## config.mk

```make
export PLATFORM = sky130hd
export DESIGN_NAME = simd_alu48
export DESIGN_NICKNAME = d
export VERILOG_FILES = /design/src/rtl/simd_alu_pkg.sv /design/src/rtl/simd_seg_adder.sv /design/src/rtl/simd_logic_unit.sv /design/src/rtl/simd_alu48.sv
export SDC_FILE = /design/constraint.sdc
export NUM_CORES = 1
export LEC_CHECK = 0
export ABC_CLOCK_PERIOD_IN_PS = 800
export CAP_MARGIN = 20
export CORE_ASPECT_RATIO = 0.75
export CORE_MARGIN = 5
export CORE_UTILIZATION = 50
export DETAILED_ROUTE_END_ITERATION = 10
export GPL_TIMING_DRIVEN = 0
export PLACE_DENSITY = 0.77
export SKIP_LAST_GASP = 1
export SYNTH_ARGS = -nofsm -noshare
export SYNTH_HDL_FRONTEND = slang
export SYNTH_HIERARCHICAL = 1
export SYNTH_SLANG_ARGS = --single-unit
```

## constraint.sdc

```tcl
create_clock -name clk_i -period 0.8 [get_ports clk_i]
set_input_delay 0.24 -clock clk_i [delete_from_list [all_inputs] [get_ports clk_i]]
set_output_delay 0.24 -clock clk_i [all_outputs]
set_load 0.05 [all_outputs]
```

## src/rtl/simd_alu_pkg.sv

```systemverilog
package simd_alu_pkg;
  localparam logic [1:0] MODE_ONE  = 2'b00;
  localparam logic [1:0] MODE_TWO  = 2'b01;
  localparam logic [1:0] MODE_FOUR = 2'b10;

  localparam logic [1:0] LOP_AND   = 2'b00;
  localparam logic [1:0] LOP_OR    = 2'b01;
  localparam logic [1:0] LOP_XOR   = 2'b10;
  localparam logic [1:0] LOP_ANDN  = 2'b11;
endpackage

```

## src/rtl/simd_seg_adder.sv

```systemverilog
module simd_seg_adder #(
  parameter int unsigned SEG_W = 12
) (
  input  logic [SEG_W-1:0] a_i,
  input  logic [SEG_W-1:0] b_i,
  input  logic             sub_i,
  input  logic             cin_i,
  output logic [SEG_W-1:0] sum_o,
  output logic             cout_o
);
  logic [SEG_W-1:0] b_eff;
  logic [SEG_W:0]   full;

  assign b_eff  = sub_i ? ~b_i : b_i;
  assign full   = {1'b0, a_i} + {1'b0, b_eff} + {{SEG_W{1'b0}}, cin_i};
  assign sum_o  = full[SEG_W-1:0];
  assign cout_o = full[SEG_W];
endmodule

```

## src/rtl/simd_logic_unit.sv

```systemverilog
module simd_logic_unit
  import simd_alu_pkg::*;
#(
  parameter int unsigned DATA_W = 48
) (
  input  logic [DATA_W-1:0] a_i,
  input  logic [DATA_W-1:0] b_i,
  input  logic [2:0]        op_i,
  output logic [DATA_W-1:0] res_o
);
  logic [DATA_W-1:0] base;

  always_comb begin
    unique case (op_i[1:0])
      LOP_AND:  base = a_i & b_i;
      LOP_OR:   base = a_i | b_i;
      LOP_XOR:  base = a_i ^ b_i;
      default:  base = a_i & ~b_i;
    endcase
  end

  // op bit 2 selects the complemented family
  assign res_o = op_i[2] ? ~base : base;
endmodule

```

## src/rtl/simd_alu48.sv

```systemverilog
module simd_alu48
  import simd_alu_pkg::*;
#(
  parameter int unsigned SEG_W = 12
) (
  input  logic                clk_i,
  input  logic                rst_ni,
  input  logic                srst_i,
  input  logic                en_i,
  input  logic [1:0]          lane_mode_i,
  input  logic [3:0]          alu_op_i,
  input  logic [4*SEG_W-1:0]  a_i,
  input  logic [4*SEG_W-1:0]  b_i,
  input  logic                carry_i,
  output logic [4*SEG_W-1:0]  result_o,
  output logic [3:0]          carry_o
);
  localparam int unsigned NSEG   = 4;
  localparam int unsigned DATA_W = NSEG * SEG_W;

  logic              is_logic, is_sub, mode_two, mode_four;
  logic [NSEG-1:0]   seg_cin, seg_cout, seg_cut, cout_valid;
  logic [DATA_W-1:0] arith_res, logic_res, res_d;
  logic [NSEG-1:0]   cout_d;

  assign is_logic  = alu_op_i[3];
  assign is_sub    = alu_op_i[0];
  assign mode_two  = (lane_mode_i == MODE_TWO);
  assign mode_four = (lane_mode_i == MODE_FOUR);

  for (genvar k = 0; k < NSEG; k++) begin : g_seg
    // a cut below segment k starts a fresh lane
    if (k == 0) begin : g_low
      assign seg_cut[k] = 1'b1;
      assign seg_cin[k] = is_sub ? ~carry_i : carry_i;
    end else if (k == NSEG/2) begin : g_mid
      assign seg_cut[k] = mode_two | mode_four;
      assign seg_cin[k] = seg_cut[k] ? is_sub : seg_cout[k-1];
    end else begin : g_quarter
      assign seg_cut[k] = mode_four;
      assign seg_cin[k] = seg_cut[k] ? is_sub : seg_cout[k-1];
    end

    simd_seg_adder #(.SEG_W(SEG_W)) u_seg (
      .a_i    (a_i[k*SEG_W +: SEG_W]),
      .b_i    (b_i[k*SEG_W +: SEG_W]),
      .sub_i  (is_sub),
      .cin_i  (seg_cin[k]),
      .sum_o  (arith_res[k*SEG_W +: SEG_W]),
      .cout_o (seg_cout[k])
    );

    // carry of segment k is reported when segment k+1 starts a lane
    if (k == NSEG-1) begin : g_top
      assign cout_valid[k] = 1'b1;
    end else begin : g_inner
      assign cout_valid[k] = seg_cut[k+1];
    end
  end

  simd_logic_unit #(.DATA_W(DATA_W)) u_logic (
    .a_i   (a_i),
    .b_i   (b_i),
    .op_i  (alu_op_i[2:0]),
    .res_o (logic_res)
  );

  assign res_d  = is_logic ? logic_res : arith_res;
  assign cout_d = is_logic ? '0 : (seg_cout & cout_valid);

  always_ff @(posedge clk_i or negedge rst_ni) begin
    if (!rst_ni) begin
      result_o <= '0;
      carry_o  <= '0;
    end else if (srst_i) begin
      result_o <= '0;
      carry_o  <= '0;
    end else if (en_i) begin
      result_o <= res_d;
      carry_o  <= cout_d;
    end
  end

  assert_one_lane_cout_R7: assert property (@(posedge clk_i) disable iff (!rst_ni)
    (en_i && !srst_i && !alu_op_i[3] && (lane_mode_i == 2'b00 || lane_mode_i == 2'b11))
      |=> (carry_o[2:0] == 3'b000));

  assert_two_lane_cout_R2: assert property (@(posedge clk_i) disable iff (!rst_ni)
    (en_i && !srst_i && lane_mode_i == MODE_TWO) |=> (!carry_o[0] && !carry_o[2]));

  assert_logic_no_carry_R6: assert property (@(posedge clk_i) disable iff (!rst_ni)
    (en_i && !srst_i && alu_op_i[3]) |=> (carry_o == 4'b0000));

  assert_sync_clear_R9: assert property (@(posedge clk_i) disable iff (!rst_ni)
    srst_i |=> (result_o == '0 && carry_o == '0));

  assert_hold_R8: assert property (@(posedge clk_i) disable iff (!rst_ni)
    (!srst_i && !en_i) |=> ($stable(result_o) && $stable(carry_o)));
endmodule

```

======== After elaboration in Yosys (flattened, before gate mapping) ========
Cells that the tools add are included.
word-level totals
  bits in registers ....................... 52
  output and inout port bits .............. 52
  logic and storage cells ................. 45
operators by class
  $add $sub $neg .......................... 8
  eq/ne operators ......................... 4
  muxes and demuxes ....................... 16
  bitwise logic cells ..................... 13
  reduce and logical (&&, ||, !) cells .... 2
operators with widths
  cell                                                                    number
  48-bit two-way mux                                                      4
  48-bit one-hot mux with 3 select lines                                  1
  48-bit AND                                                              2
  48-bit NOT                                                              2
  12-bit by 12-bit adder with 13-bit output                               4
  13-bit by 1-bit adder with 13-bit output                                4
  12-bit two-way mux                                                      4
  12-bit NOT                                                              4
  48-bit bitwise OR                                                       1
  48-bit bitwise XOR                                                      1
  4-bit two-way mux                                                       3
  4-bit AND                                                               1
  2-bit by 1-bit equality test with 1-bit output (second input constant)  2
  2-bit equality test (second input constant)                             2
  1-bit two-way mux                                                       4
  2-bit logical NOT                                                       1
  2-bit nonzero test                                                      1
  1-bit NOT                                                               1
  1-bit bitwise OR                                                        1

======== Depth between registers and ports, before layout ========
  depth after elaboration ................. 14
  mapped depth ............................ 40
  depth with buffers taken out ............ 40

======== Cells and area by module ========
The synthesis kept the hierarchy.
by module, submodules not included
  module           times used  cells an instance  area an instance (sq um)  seq. area each (sq um)
  simd_logic_unit  1           465                3382.0                    0.0
  simd_seg_adder   4           99                 773.2                     0.0
  simd_alu48       1           240                2830.2                    1301.2

======== Worst setup path after synthesis ========
No wires, ideal clock.
  path type ............................... input-to-reg
  start ................................... in alu_op_i[0]
  end ..................................... reg result_o[46]
  library setup time ...................... 0.089 ns
  data arrival time ....................... 7.916 ns
  data required time ...................... 0.711 ns
  slack ................................... -7.205 ns
  cell stages on the path ................. 40
  buffers on the path ..................... 1
  cell sequence ........................... buf_2 > xnor2_1 > fa_1 > fa_1 > and2b_1 > o31a_1 > nor3_1 > o211ai_1 > a21o_1 > inv_1 > o21ai_0 > inv_1 > fa_1 > fa_1 > and2b_1 > o31a_1 > nor3_1 > o211ai_1 > [... 4 more ...] > fa_1 > and2b_1 > o31a_1 > nor3_1 > o211ai_1 > a21o_1 > inv_1 > o21ai_0 > inv_1 > fa_1 > fa_1 > and2b_1 > o31a_1 > nor3_1 > o31ai_1 > xor2_1 > mux2i_1 > a211oi_2
on the way
  longest elaborated chain between the ends .. 12
  elaborated cells between the ends (all ways) .. 25
RTL lines
  item                                          line                  text
  start: declaration                            simd_alu48.sv:11      input logic [3:0] alu_op_i,
  12-bit two-way mux                            simd_seg_adder.sv:14  assign b_eff = sub_i ? ~b_i : b_i;
  12-bit by 12-bit adder with 13-bit output     simd_seg_adder.sv:15  assign full = {1'b0, a_i} + {1'b0, b_eff} + {{SEG_W{1'b0}}, cin_i};
  13-bit by 1-bit adder with 13-bit output (*)  simd_seg_adder.sv:15
  named net seg_cout[0]                         simd_alu48.sv:22      logic [NSEG-1:0] seg_cin, seg_cout, seg_cut, cout_valid;
  1-bit two-way mux (*)                         simd_alu48.sv:41      assign seg_cin[k] = seg_cut[k] ? is_sub : seg_cout[k-1];
  named net seg_cin[1]                          simd_alu48.sv:22
  13-bit by 1-bit adder with 13-bit output (*)  simd_seg_adder.sv:15
  named net seg_cout[1]                         simd_alu48.sv:22
  [... 1 more ...]                              n/a
  named net seg_cin[2]                          simd_alu48.sv:22
  [... 1 more ...]                              n/a
  named net seg_cout[2]                         simd_alu48.sv:22
  1-bit two-way mux (*)                         simd_alu48.sv:41
  named net seg_cin[3]                          simd_alu48.sv:22
  13-bit by 1-bit adder with 13-bit output (*)  simd_seg_adder.sv:15
  named net arith_res[46]                       simd_alu48.sv:23      logic [DATA_W-1:0] arith_res, logic_res, res_d;
  48-bit two-way mux (*)                        simd_alu48.sv:68      assign res_d = is_logic ? logic_res : arith_res;
  48-bit two-way mux (*)                        simd_alu48.sv:78      end else if (en_i) begin
  48-bit two-way mux (*)                        simd_alu48.sv:75      end else if (srst_i) begin
  end signal: assignment                        simd_alu48.sv:79      result_o <= res_d;
  end: declaration                              simd_alu48.sv:15      output logic [4*SEG_W-1:0] result_o,
The timed path passes the listed nets; every way through them passes the cells marked *. The select of a mux whose other input is x is not followed.
A chain may end at the register's enable or synchronous reset.

======== Final worst setup path ========
  start ................................... in carry_i
  end ..................................... reg result_o[46]
on the way
  longest elaborated chain between the ends .. 12
RTL lines
  item                                          line                  text
  start: declaration                            simd_alu48.sv:14      input logic carry_i,
  1-bit NOT                                     simd_alu48.sv:35      assign seg_cin[k] = is_sub ? ~carry_i : carry_i;
  1-bit two-way mux (*)                         simd_alu48.sv:35
  named net seg_cin[0]                          simd_alu48.sv:22
  13-bit by 1-bit adder with 13-bit output (*)  simd_seg_adder.sv:15
  named net seg_cout[0]                         simd_alu48.sv:22
  1-bit two-way mux (*)                         simd_alu48.sv:41
  named net seg_cin[1]                          simd_alu48.sv:22
  13-bit by 1-bit adder with 13-bit output (*)  simd_seg_adder.sv:15
  named net seg_cout[1]                         simd_alu48.sv:22
  [... 1 more ...]                              n/a
  named net seg_cin[2]                          simd_alu48.sv:22
  [... 1 more ...]                              n/a
  named net seg_cout[2]                         simd_alu48.sv:22
  1-bit two-way mux (*)                         simd_alu48.sv:41
  named net seg_cin[3]                          simd_alu48.sv:22
  13-bit by 1-bit adder with 13-bit output (*)  simd_seg_adder.sv:15
  named net arith_res[46]                       simd_alu48.sv:23
  48-bit two-way mux (*)                        simd_alu48.sv:68
  48-bit two-way mux (*)                        simd_alu48.sv:78
  48-bit two-way mux (*)                        simd_alu48.sv:75
Marks and branches as above.

==> metrics <==
dominant synthesized flop cell dfrtp_1; synthesis-to-finish area growth 34.88%; asr flop ratio synth 1.000; post-synthesis sequential area ratio 0.1398; CP peak stage delay 0.42 ns; # setup viols final 104; Final Critical Period 8.048 ns; Post-DP Area 0.01144 mm2; Post-synth EDFFs 0; Sw Ratio 0.4459; H-tree depth 2; Comb power frac 0.660; drt pass-1 iters 7; critical path type input port to register; Startpoint Class input port; DIE AREA 0.02147 mm2; Mapped Area 0.009305 mm2; RSZ-0062 raised after global routing true; Mapped Nets 1312; Met2 Wirelength 12730 um; fin worst setup slack -7.248 ns; violated checks setup timing; syn_area_per_cell 8.452 um2; Hold Buf Count CTS 0; drc violations 0; initial DRC count 622; Post-Synthesis Cells 1101; number of global-route vias before repair 8299; clk root buf clkbuf_16; clock buffer depth 2; largest net degree at the start of global routing 32; Overflow after GRT 0; Core ar. 0.01840 mm2; Ports 159; met3 wire len 1790 um; DRT antenna net count 0; Psw 7374 uW; pwr/cell area 1317 mW/mm2; Avg WL per Cell 18.00 um; Worst-Margin Slew 0.8593 ns; Met1 Routed Length 13180 um; CP Data Required Time 1.02 ns; port bufs 155; Core Util, Final 0.6821; status finished with violations; Yosys top cell by area dfrtp_1; Max-slew headroom 0.4272; clk_lat worst skew 0.32 ns; Worst path slowest cell fa_2; Rows 43; Slew Viols, Final 0; CP most frequent cell fa_2; first-pass GRT wire length 43610 um; post-synth top area share 0.1398; clock network fraction of design power 0.148; Worst Skew 0 ns; layout cell share with drive strength beyond 1 0.2900; crit-path max FO 4; clock sinks 52; setup TNS -231.80 ns; DR top layer met4; GRT Util Overall 0.2482; final count of hold timing violations 0; initial core utilization 0.5057; die width 167.5 um; Design Area, Final 0.01255 mm2; leak pwr 0.005968 uW; period utilization 10.06; HP Class input port to async pin; via count 8676; WL final 28290 um; die height 128.1 um; Area contributors post-synth dfrtp_1 (14%), ha_1 (13%), mux2i_1 (10%), xor2_1 (9.9%), inv_1 (7.6%); initial antenna violation count 1; Yosys reg bits 52; HPWL after detailed placement 20550 um; Worst-path clk slew 0.08 ns; Max-cap violations 0; Sequential Power Share 0.192; peak supply drop 0.0008584 V; Final #Nets 1534; CP Capture Type register; fmax 0.1243 GHz; yosys warns 6; Worst Path Arrival 8.27 ns; Int Pwr 9161 uW; TritonCTS clock tree done; routed vias/inst 5.519; post-synth cell types 49; TritonCTS Buffers 5; gpl congestion 0.9046
==> cells in the final DEF (no fill, tap or decap), types with 48 or more instances in the layout <==
master | netlist | final
buf_4 | 7 | 48
buf_6 | 8 | 71
clkdlybuf4s50_1 | 0 | 93
dfrtp_2 | 0 | 51
ha_1 | 96 | 92
inv_1 | 189 | 179
mux2i_1 | 96 | 91
nand2_1 | 73 | 72
nor2_1 | 64 | 64
xor2_1 | 105 | 104
==> cell type report <==
cell class,instances,area (um2)
Antenna cell,1,2.502
Buffer,57,501.7
Clock buffer,6,138.9
Clock inverter,2,15.01
Fill cell,1479,5849
Inverter,189,732.0
Multi-Input combinational cell,801,7252
Sequential cell,52,1365
Tap cell,247,309.0
Timing Repair Buffer,217,2235
==> routing by layer <==
layer | up-vias | GRT usage
li1 | 4187 | -
met1 | 4173 | 0.3528
met2 | 273 | 0.4013
met3 | 43 | 0.03206
met4 | 0 | 0.06298
met5 | - | 0
==> power groups by stage <==
stage	sequential (uW)	combinational [uW]	clock, uW
2_1_floorplan	4100	5970	0
3_3_place_gp	3170	9370	0
3_5_place_dp	3160	9620	0
4_1_cts	3170	10400	2450
5_1_grt	3210	11700	2550
6_report	3180	10900	2450
==> worst paths after layout <==
check                                         startpoint                        to  slack [ns]  cells past startpoint
worst min register to register  result_o[33]$_DFFE_PN0P_  result_o[33]$_DFFE_PN0P_        0.58                      2
max in group asynchronous                         rst_ni  result_o[12]$_DFFE_PN0P_        0.18                      2
worst min-delay path                              rst_ni  result_o[33]$_DFFE_PN0P_      0.0002                      1
worst max-delay path                             carry_i  result_o[46]$_DFFE_PN0P_       -7.25                     41
min in group clk_i                                srst_i  result_o[32]$_DFFE_PN0P_        0.27                      2
worst max register to register   result_o[1]$_DFFE_PN0P_   result_o[1]$_DFFE_PN0P_       -0.08                      3
==> kinds of logic after synthesis <==
logic type                 after synthesis  synth area share
adders and majority gates              104            0.1463
xor gates and xnor gates               173            0.1790
AOI/OAI and AO/OA                      218            0.2006
buffers and inverters                  248            0.1212
and+or+nand+nor                        209            0.1086
muxes                                   97            0.1045
DFF                                     52            0.1398
==> flip-flops by register name, summed over array words and instances, names as in the netlist <==
signal,flops
carry_o,4
result_o,48
==> worst max-delay path: cells and delay by family <==
kind	cells	cell delay, ns
adder cells (fa/ha/maj)	8	3.05
AO/OA/AOI/OAI	14	2.58
AND/OR/NAND/NOR	8	1.16
buffers and inverters	7	0.61
XOR/XNOR	2	0.34
multiplexers	2	0.28
==> timing repair <==
| item | 4_1_cts | 5_1_grt |
|---|---|---|
| setup endpoints to repair | 104 | 104 |
| hold endpoints to repair | 0 | 0 |
| gates cloned | 0 | 2 |
| pin swaps | 45 | 54 |
| resized for setup | 433 | 59 |
| buffers inserted | 50 | 31 |
==> synthesized netlist by cell type (12+ instances only) <==
library cell    n
inv_1         189
xor2_1        105
ha_1           96
mux2i_1        96
nand2_1        73
nor2_1         64
dfrtp_1        52
a22oi_1        48
xnor2_1        48
a211oi_2       40
a21oi_1        32
buf_2          24
o21ai_0        22
xnor2_2        20
clkbuf_1       12
nand2b_1       12
nor3_1         12
nor3b_1        12
o211ai_1       12
==> metrics by stage <==
step	setup WS, ns	power (uW)	std cells	hold WS, ns
CTS	-7.045	16020	1561	0.01977
floorplan	-6.529	10070	1101	-0.05559
global route	-7.558	17480	1572	0.07048
detailed placement	-8.614	12780	1505	0.3608
finish	-7.248	16540	1572	0.0001955
global placement	-8.815	12540	1503	0.5581
Power figures use the tool's default switching activity.
